## src/rtl/pio_seq_pkg.sv

```systemverilog
package pio_seq_pkg;

    // Controller states of the cycle sequencer
    typedef enum logic [1:0] {
        ST_IDLE    = 2'd0,
        ST_SETUP   = 2'd1,
        ST_STROBE  = 2'd2,
        ST_RECOVER = 2'd3
    } seq_state_t;

    // Number of timing counts packed into one set
    localparam int FIELDS_PER_SET = 4;

endpackage

```

## src/rtl/pio_down_counter.sv

```systemverilog
module pio_down_counter #(
    parameter int W = 8
) (
    input  logic         clk,
    input  logic         rst_n,
    input  logic         load,
    input  logic [W-1:0] load_val,
    input  logic         dec,
    output logic [W-1:0] count,
    output logic         zero
);

    logic [W-1:0] cnt_q;

    always_ff @(posedge clk or negedge rst_n) begin
        if (!rst_n) begin
            cnt_q <= '0;
        end else if (load) begin
            cnt_q <= load_val;
        end else if (dec && (cnt_q != '0)) begin
            cnt_q <= cnt_q - 1'b1;
        end
    end

    assign count = cnt_q;
    assign zero  = (cnt_q == '0);

endmodule

```

## src/rtl/pio_timing_select.sv

```systemverilog
module pio_timing_select
    import pio_seq_pkg::*;
#(
    parameter int CNT_W    = 8,
    parameter int NUM_SETS = 3
) (
    input  logic [$clog2(NUM_SETS)-1:0]              port_code,
    input  logic [NUM_SETS*FIELDS_PER_SET*CNT_W-1:0] sets_flat,
    input  logic [NUM_SETS-1:0]                      wait_en_all,
    output logic [CNT_W-1:0]                         t_setup,
    output logic [CNT_W-1:0]                         t_strobe,
    output logic [CNT_W-1:0]                         t_hold,
    output logic [CNT_W-1:0]                         t_recover,
    output logic                                     wait_en
);

    localparam int SET_W = FIELDS_PER_SET * CNT_W;

    logic [SET_W-1:0] set_arr [NUM_SETS];
    logic [SET_W-1:0] chosen;

    // Split the flat bus into one entry per timing set
    for (genvar g = 0; g < NUM_SETS; g++) begin : g_split
        assign set_arr[g] = sets_flat[g*SET_W +: SET_W];
    end

    // Codes without a set of their own fall back to set 0 (command port)
    always_comb begin
        chosen  = set_arr[0];
        wait_en = wait_en_all[0];
        for (int k = 1; k < NUM_SETS; k++) begin
            if (int'(port_code) == k) begin
                chosen  = set_arr[k];
                wait_en = wait_en_all[k];
            end
        end
    end

    assign t_setup   = chosen[0*CNT_W +: CNT_W];
    assign t_strobe  = chosen[1*CNT_W +: CNT_W];
    assign t_hold    = chosen[2*CNT_W +: CNT_W];
    assign t_recover = chosen[3*CNT_W +: CNT_W];

endmodule

```

## src/rtl/pio_seq_fsm.sv

```systemverilog
module pio_seq_fsm
    import pio_seq_pkg::*;
(
    input  logic clk,
    input  logic rst_n,
    input  logic req_valid,
    input  logic phase_zero,
    input  logic hold_zero,
    input  logic ready_ok,
    output logic accept_o,
    output logic arm_o,
    output logic release_o,
    output logic finish_o,
    output logic hold_live_o,
    output logic cs_o,
    output logic strobe_o,
    output logic busy_o
);

    seq_state_t state_q, state_d;
    logic       hold_live_q;

    // Next-state logic
    always_comb begin
        state_d = state_q;
        unique case (state_q)
            ST_IDLE:    if (req_valid)              state_d = ST_SETUP;   // ACCEPT
            ST_SETUP:   if (phase_zero)             state_d = ST_STROBE;  // ARM
            ST_STROBE:  if (phase_zero && ready_ok) state_d = ST_RECOVER; // RELEASE
            ST_RECOVER: if (phase_zero)             state_d = ST_IDLE;    // FINISH
            default:                                state_d = ST_IDLE;
        endcase
    end

    // State register
    always_ff @(posedge clk or negedge rst_n) begin
        if (!rst_n) begin
            state_q <= ST_IDLE;
        end else begin
            state_q <= state_d;
        end
    end

    // Write-hold window inside recovery
    always_ff @(posedge clk or negedge rst_n) begin
        if (!rst_n) begin
            hold_live_q <= 1'b0;
        end else if (release_o) begin
            hold_live_q <= 1'b1;
        end else if ((state_q == ST_RECOVER) && (hold_zero || phase_zero)) begin
            hold_live_q <= 1'b0;
        end
    end

    // Outputs decoded from the state
    always_comb begin
        accept_o  = 1'b0;
        arm_o     = 1'b0;
        release_o = 1'b0;
        finish_o  = 1'b0;
        cs_o      = 1'b0;
        strobe_o  = 1'b0;
        busy_o    = 1'b1;
        unique case (state_q)
            ST_IDLE: begin
                busy_o   = 1'b0;
                accept_o = req_valid;
            end
            ST_SETUP: begin
                cs_o  = 1'b1;
                arm_o = phase_zero;
            end
            ST_STROBE: begin
                cs_o      = 1'b1;
                strobe_o  = 1'b1;
                release_o = phase_zero && ready_ok;
            end
            ST_RECOVER: begin
                cs_o     = hold_live_q;
                finish_o = phase_zero;
            end
            default: begin
                busy_o = 1'b0;
            end
        endcase
    end

    assign hold_live_o = hold_live_q;

endmodule

```

## src/rtl/pio_cycle_seq.sv

```systemverilog
module pio_cycle_seq
    import pio_seq_pkg::*;
#(
    parameter int CNT_W  = 8,
    parameter int DATA_W = 16,
    parameter int ADDR_W = 3
) (
    input  logic                          clk,
    input  logic                          rst_n,
    input  logic                          req_valid,
    input  logic                          req_write,
    input  logic [1:0]                    req_port,
    input  logic [ADDR_W-1:0]             req_addr,
    input  logic [DATA_W-1:0]             req_wdata,
    input  logic [FIELDS_PER_SET*CNT_W-1:0] cmd_timing,
    input  logic [FIELDS_PER_SET*CNT_W-1:0] dev0_timing,
    input  logic [FIELDS_PER_SET*CNT_W-1:0] dev1_timing,
    input  logic [2:0]                    ready_wait_en,
    output logic                          busy,
    output logic                          ack,
    output logic [DATA_W-1:0]             rdata,
    output logic [ADDR_W-1:0]             bus_addr,
    output logic                          bus_cs,
    output logic                          bus_rd_n,
    output logic                          bus_wr_n,
    output logic                          bus_doe,
    output logic [DATA_W-1:0]             bus_dout,
    input  logic [DATA_W-1:0]             bus_din,
    input  logic                          bus_ready
);

    localparam int NUM_SETS = 3;
    localparam int SET_W    = FIELDS_PER_SET * CNT_W;

    // Selected timing set (combinational, from the request port)
    logic [CNT_W-1:0] sel_t1, sel_t2, sel_t4, sel_teoc;
    logic             sel_wait;

    pio_timing_select #(
        .CNT_W    (CNT_W),
        .NUM_SETS (NUM_SETS)
    ) u_select (
        .port_code   (req_port),
        .sets_flat   ({dev1_timing, dev0_timing, cmd_timing}),
        .wait_en_all (ready_wait_en),
        .t_setup     (sel_t1),
        .t_strobe    (sel_t2),
        .t_hold      (sel_t4),
        .t_recover   (sel_teoc),
        .wait_en     (sel_wait)
    );

    // Values captured at acceptance
    logic [CNT_W-1:0]  lat_t2, lat_t4, lat_teoc;
    logic              lat_wait, lat_write;
    logic [ADDR_W-1:0] lat_addr;
    logic [DATA_W-1:0] lat_wdata;
    logic [DATA_W-1:0] rdata_q;

    // Sequencer control
    logic accept, arm, rel, finish, hold_live, cs, strobe, seq_busy;
    logic phase_zero, hold_zero, ready_ok;
    logic phase_load, hold_load;
    logic [CNT_W-1:0] phase_val;
    logic [CNT_W-1:0] phase_cnt, hold_cnt;

    assign ready_ok = bus_ready || !lat_wait;

    pio_seq_fsm u_fsm (
        .clk         (clk),
        .rst_n       (rst_n),
        .req_valid   (req_valid),
        .phase_zero  (phase_zero),
        .hold_zero   (hold_zero),
        .ready_ok    (ready_ok),
        .accept_o    (accept),
        .arm_o       (arm),
        .release_o   (rel),
        .finish_o    (finish),
        .hold_live_o (hold_live),
        .cs_o        (cs),
        .strobe_o    (strobe),
        .busy_o      (seq_busy)
    );

    // Phase counter: loaded at each phase entry, counts down to zero
    assign phase_load = accept || arm || rel;

    always_comb begin
        if (accept) begin
            phase_val = sel_t1;
        end else if (arm) begin
            phase_val = lat_t2;
        end else begin
            phase_val = lat_teoc;
        end
    end

    pio_down_counter #(.W(CNT_W)) u_phase_cnt (
        .clk      (clk),
        .rst_n    (rst_n),
        .load     (phase_load),
        .load_val (phase_val),
        .dec      (1'b1),
        .count    (phase_cnt),
        .zero     (phase_zero)
    );

    // Hold counter: runs from strobe release while the hold window is open
    assign hold_load = rel;

    pio_down_counter #(.W(CNT_W)) u_hold_cnt (
        .clk      (clk),
        .rst_n    (rst_n),
        .load     (hold_load),
        .load_val (lat_t4),
        .dec      (hold_live),
        .count    (hold_cnt),
        .zero     (hold_zero)
    );

    // Request capture
    always_ff @(posedge clk or negedge rst_n) begin
        if (!rst_n) begin
            lat_t2    <= '0;
            lat_t4    <= '0;
            lat_teoc  <= '0;
            lat_wait  <= 1'b0;
            lat_write <= 1'b0;
            lat_addr  <= '0;
            lat_wdata <= '0;
        end else if (accept) begin
            lat_t2    <= sel_t2;
            lat_t4    <= sel_t4;
            lat_teoc  <= sel_teoc;
            lat_wait  <= sel_wait;
            lat_write <= req_write;
            lat_addr  <= req_addr;
            lat_wdata <= req_wdata;
        end
    end

    // Read data capture at strobe negation
    always_ff @(posedge clk or negedge rst_n) begin
        if (!rst_n) begin
            rdata_q <= '0;
        end else if (rel && !lat_write) begin
            rdata_q <= bus_din;
        end
    end

    // Output mapping
    assign busy     = seq_busy;
    assign ack      = finish;
    assign rdata    = rdata_q;
    assign bus_addr = lat_addr;
    assign bus_cs   = cs;
    assign bus_rd_n = !(strobe && !lat_write);
    assign bus_wr_n = !(strobe && lat_write);
    assign bus_doe  = cs && lat_write;
    assign bus_dout = lat_wdata;

endmodule

```

## config.mk

```make
export PLATFORM = sky130hd
export DESIGN_NAME = pio_cycle_seq
export DESIGN_NICKNAME = d
export VERILOG_FILES = /design/src/rtl/pio_seq_pkg.sv /design/src/rtl/pio_down_counter.sv /design/src/rtl/pio_timing_select.sv /design/src/rtl/pio_seq_fsm.sv /design/src/rtl/pio_cycle_seq.sv
export SDC_FILE = /design/constraint.sdc
export NUM_CORES = 1
export LEC_CHECK = 0
export BUFFER_PORTS_ARGS = -buffer_cell sky130_fd_sc_hd__buf_2
export CAP_MARGIN = 40
export CORE_ASPECT_RATIO = 0.5
export CORE_UTILIZATION = 33
export DETAILED_ROUTE_END_ITERATION = 7
export PLACE_DENSITY = 0.57
export SLEW_MARGIN = 10
export SYNTH_ARGS = -nofsm -noshare
export SYNTH_HDL_FRONTEND = slang
export SYNTH_HIERARCHICAL = 1
export SYNTH_SLANG_ARGS = --single-unit
```

## constraint.sdc

```tcl
create_clock -name clk -period 3.9 [get_ports clk]
set_input_delay 0.195 -clock clk [delete_from_list [all_inputs] [get_ports clk]]
set_output_delay 0.195 -clock clk [all_outputs]
set_load 0.01 [all_outputs]
```

# == After elaboration in Yosys (flattened, before gate mapping) ==
# Cells that the tools add are included.
# totals
output_inout_bits,41
word_cells,72
input_bits,141
regBits,80
# op_classes
muxes,24
add_sub_neg,2
n_reduce_logical,25
eq_ne,9
# op_table
operator,n
two-way mux 32 bit,2
two-way mux 8 bit,6
logical NOT 8 bit,2
nonzero test 8 bit,2
"subtractor 8 x 1 -> 8 bit, second input constant",2
two-way mux 1 bit,10
"== test 2 bit, second input constant",4
two-way mux 2 bit,4
one-hot mux 2 bit (4 select lines),1
logical AND 1 bit,7
"!= test 2 x 1 -> 1 bit, second input constant",3
nonzero test 2 bit,3
logical NOT 1 bit,4
logical OR 1 bit,4
AND reduction 4 bit,1
"== test 2 x 1 -> 1 bit, second input constant",1
logical NOT 2 bit,1
"!= test 2 bit, second input constant",1
one-hot mux 1 bit (2 select lines),1
OR reduction 2 bit,1

# == Logic depth before layout (Yosys ltp) ==
# logic_depth
word_depth,6
ltp_mapped,11
mapped_depth_nobuf,9

# == Cells and area by module ==
# Netlist, hierarchy kept.
# by_module_without_submodules
mod,cells_per_inst,seq_area_each_um2,area_per_inst_um2,n_inst
pio_cycle_seq,163,1526.5,2509.9,1
pio_timing_select,111,0.0,1137.3,1
pio_down_counter,58,200.2,528.0,2
pio_seq_fsm,26,75.1,259.0,1

# == Worst setup path before layout ==
# OpenSTA, ideal clock, no wires.
# synth_path
path_kind,reg2reg
from,register u_phase_cnt.cnt_q[0] (netlist: u_phase_cnt/count[0])
to,register u_phase_cnt.cnt_q[7] (netlist: u_phase_cnt/count[7])
path_stages_with_launch,11
n_path_buf,1
arrival_ns,2.506
synth_period_minus_slack_ns,2.632
slack_ns,1.268
setup_ns,0.126
required_time_ns,3.774
path_cell_list,dfrtp_1 inv_1 ha_1 or3b_2 nor2_1 and2_1 buf_2 or3_1 clkinv_1 o311a_1 a221o_1
# synth_via
elab_chain_len,5
word_cells_on_any_way,13
classes_between,add/sub (1); mux (6); reduce/logical (6)
# synth_rtl
element,line,text
from (decl),pio_down_counter.sv:13,logic [W-1:0] cnt_q;
from (signal assigned),pio_down_counter.sv:19,cnt_q <= load_val;
from (signal assigned),pio_down_counter.sv:21,cnt_q <= cnt_q - 1'b1;
logical NOT 8 bit (*),pio_down_counter.sv:26,assign zero = (cnt_q == '0);
named net phase_zero,pio_cycle_seq.sv:62,"logic phase_zero, hold_zero, ready_ok;"
two-way mux 1 bit (*),pio_seq_fsm.sv:64,unique case (state_q)
named net arm,pio_cycle_seq.sv:61,"logic accept, arm, rel, finish, hold_live, cs, strobe, seq_busy;"
logical OR 1 bit (*) (2 in a row),pio_cycle_seq.sv:87,assign phase_load = accept || arm || rel;
named net phase_load,pio_cycle_seq.sv:63,"logic phase_load, hold_load;"
two-way mux 8 bit / nonzero test 2 bit (equally long branches),-,
# The timed path passes the listed nets; every way through them passes the cells marked *. The select of a mux whose other input is x is not followed.
# A chain may end at the register's enable or synchronous reset.

# == Worst setup path in the final report ==
# layout_path
from,register u_phase_cnt.cnt_q[0] (netlist: u_phase_cnt/count[0])
to,register u_phase_cnt.cnt_q[7] (netlist: u_phase_cnt/count[7])
# layout_via
elab_chain_len,5
word_cells_on_any_way,13
classes_between,add/sub (1); mux (6); reduce/logical (6)
# layout_rtl
element,line,text
logical NOT 8 bit (*),pio_down_counter.sv:26,
named net phase_zero,pio_cycle_seq.sv:62,
logical AND 1 bit (*),pio_seq_fsm.sv:76,release_o = phase_zero && ready_ok;
two-way mux 1 bit (*),pio_seq_fsm.sv:64,
named net hold_load,pio_cycle_seq.sv:63,
logical OR 1 bit (*),pio_cycle_seq.sv:87,
named net phase_load,pio_cycle_seq.sv:63,
two-way mux 8 bit / nonzero test 2 bit (equally long branches),-,
# Marked as above.

==> flow_summary.yaml <==
timing:
  fin_setup_tns_ns: 0
  rsz0062_at_grt: "no"
  period_minus_slack_ns: 3.07
  finClkSkew_ns: 0.00595
  tightest_slew_ns: 0.764
  slew_violations: 0
  finalCritPeriodShare: 0.786
  setup_violations: 0
  setup_ws_ns: 0.833
  hold_violations: 0
  max_slew_margin: 0.486
  fmax_mhz: 326
route:
  vias_per_cell: 4.89
  drtPass1Iterations: 4
  post-route-drc-count: 0
  vias: 3902
  wl_per_cell_um: 14.4
  dr.first_iter.drc_count: 135
  ant_nets: 0
  routed_wl_um: 11500
worst_setup_path:
  r2r_cells: 9
  start_kind: "flop"
  end_kind: "flop"
  critPathArrivalTime_ns: 3.28
  cp_max_fo: 10
  timing.rr.end: "u_phase_cnt/count[7]$_DFFE_PN0P_"
  path_cells: "inv_1 > ha_1 > or3b_2 > nor2_1 > and3_1 > or3_1 > clkinv_1 > o311a_1 > a221o_1"
  r2r_start: "u_phase_cnt/count[0]$_DFFE_PN0P_"
  r2r_setup_slack_ns: 0.83
  slowest_delay_ns: 0.48
  cpMaxStageDelayCell: "or3b_2"
  worst_ep_required_time_ns: 4.11
  critPathKind: "reg2reg"
final_layout:
  nets: 748
  drive_gt1_frac: 0.452
  most-common-layout-cells: "buf_2 (179), mux2i_1 (107), dfrtp_1 (80)"
  final_common_cell: "buf_2"
  finalNonFillerCells: 798
  utilization: 0.433
  nFillCells: 1445
  diodes: 0
  area_growth_pct: 27.1
yosys:
  synthCells: 416
  yosys-mux-area-fraction: 0.364
  yosysSeqAreaShare: 0.403
  synth_edf_count: 0
  async_reset_ff_frac: 1.00
  synthSimpleGateAreaFrac: 0.0777
  ys.flop_type: "dfrtp_1"
  yosysTopAreaCell: "dfrtp_1"
  synth_warnings: 6
  synth-compound-area-share: 0.0741
  synth_top_family_by_area: "multiplexers"
  syn_area_um2: 4960
  ys_types: 47
  synth-seq-cells: 80
  syn_area_per_cell_um2: 11.9
  yosys.area_share.xor_xnor: 0
  ys_top_cells_by_area: "dfrtp_1 (40%), mux2i_1 (22%), mux2_2 (12%)"
  synth.top_cell.area_share: 0.403
  synth_fa_ha_area_frac: 0.0252
power_and_ir_drop:
  power.total_w: 0.00372
  leakagePower_nw: 3.13
  irDropWorstVdd_v: 0.000203
  p_per_area_nw_per_um2: 590
place:
  pre_cts_slack_ns: 0.842
  dp_hpwl_um: 8650
  dpl.cell_count: 783
  gp_congestion: 0.860
  portBuffers: 181
hold_path:
  hold_path_class: "in2reg"
  hold_path_startpoint: "bus_din[13]"
  min_to: "rdata[13]$_DFFE_PN0P_"
  hold_path_depth: 2
clocking:
  cts_tree: "built"
  clockRootBuffer: "clkbuf_16"
  clk_pin_slew_ns: 0.06
  clock_path_buffers: 2
  clk_latency_ns: 0.33
  h-tree-depth: 3
  cts-buffers-inserted: 9
  cts_sinks: 80
  cts_resized: 0
global_routing:
  grt_pass1_wl_um: 18300
  grt_antenna_before_repair: 0
  grt-ovfl-total: 0
  grt_use_total: 0.150
  first_global_vias: 3775
  grt_max_degree: 62
die:
  die_h_um: 88.7
  ioPinCount: 182
  core_area_um2: 14600
  die_w_um: 175
  start_util: 0.340
  core.rowCount: 31
  die_area_um2: 15600
status:
  outcome: "finished clean"
run:
  maxCapViolCount: 0
per-stage QoR:
step	instance area (µm²)	hold slack (ns)
floorplan	4980	-0.101
finish	6310	0.0904
global route	6310	0.0703
global placement	5960	0.425
detailed placement	6040	0.156
CTS	6310	0.0724
worst max path at each step:
stage	from	end	cells after the start
global route	u_phase_cnt/count[0]$_DFFE_PN0P_	u_phase_cnt/count[7]$_DFFE_PN0P_	9
global placement	u_phase_cnt/count[0]$_DFFE_PN0P_	u_phase_cnt/count[7]$_DFFE_PN0P_	9
CTS	u_phase_cnt/count[0]$_DFFE_PN0P_	u_phase_cnt/count[7]$_DFFE_PN0P_	9
floorplan	u_phase_cnt/count[0]$_DFFE_PN0P_	u_phase_cnt/count[7]$_DFFE_PN0P_	10
detailed placement	u_phase_cnt/count[0]$_DFFE_PN0P_	u_phase_cnt/count[7]$_DFFE_PN0P_	9
finish	u_phase_cnt/count[0]$_DFFE_PN0P_	u_phase_cnt/count[7]$_DFFE_PN0P_	9
power breakdown:
part | internal [W] | switching [W]
logic | 0.000787 | 0.000689
clock network | 0.000440 | 0.000317
registers | 0.00121 | 0.000276
total | 0.00244 | 0.00128
cells by family after synthesis:
family / Yosys count
mux: 169
flops: 80
simple gates: 70
compound gates: 50
buf+inv: 36
fa+ha+maj: 10
other cells: 1
per-layer routing:
layer	part of all wire	vias up	track usage	wire length, µm
met5	0	-	0	0
met1	0.44	1875	0.181	5030
met4	0.015	0	0.0482	174
met3	0.054	16	0.0374	618
met2	0.49	101	0.268	5690
li1	-	1910	-	-
area by class of cell:
class	count	area, µm²	share of cell area
multi-input combinational	305	2720	0.431
sequential	80	2000	0.317
timing repair buffer	191	1040	0.165
tap	198	248	0.0393
clock buffer	11	243	0.0385
inverter	10	37.5	0.00595
clock inverter	3	20.0	0.00317
flip-flops by register name (all words and copies together), names as in the netlist:
signal             count
lat_t4                 8
lat_wait               1
u_phase_cnt/count      8
u_fsm/hold_live_o      1
rdata                 16
bus_dout              16
u_hold_cnt/count       8
lat_t2                 8
bus_addr               3
u_fsm/state_q          2
lat_write              1
lat_teoc               8
repair_timing:
item,CTS,global route
endpoints found under the hold margin,27,0
setup buffers,0,0
hold buffers,1,0
Yosys cell counts, types with 4 or more instances:
cell type    n
mux2_2      51
a221o_1      4
nor3_1       6
nand2_1     14
o21ai_0     13
a31oi_1      4
nor2_1      12
nand3_1      4
dfrtp_1     80
inv_1        7
nor3b_1      6
buf_12       6
ha_1        10
or4_1        6
buf_2       12
nand4_1      4
mux2_4      10
a21oi_1      7
mux2i_1    107
worst max-delay path, delay by kind of cell, from the launching register on:
kind | cells | cell delay, ns
compound gates | 2 | 0.49
buf+inv | 2 | 0.34
flops | 1 | 0.40
fa+ha+maj | 1 | 0.19
simple gates | 4 | 1.52
Note: power is estimated with default switching activity, not from simulation.
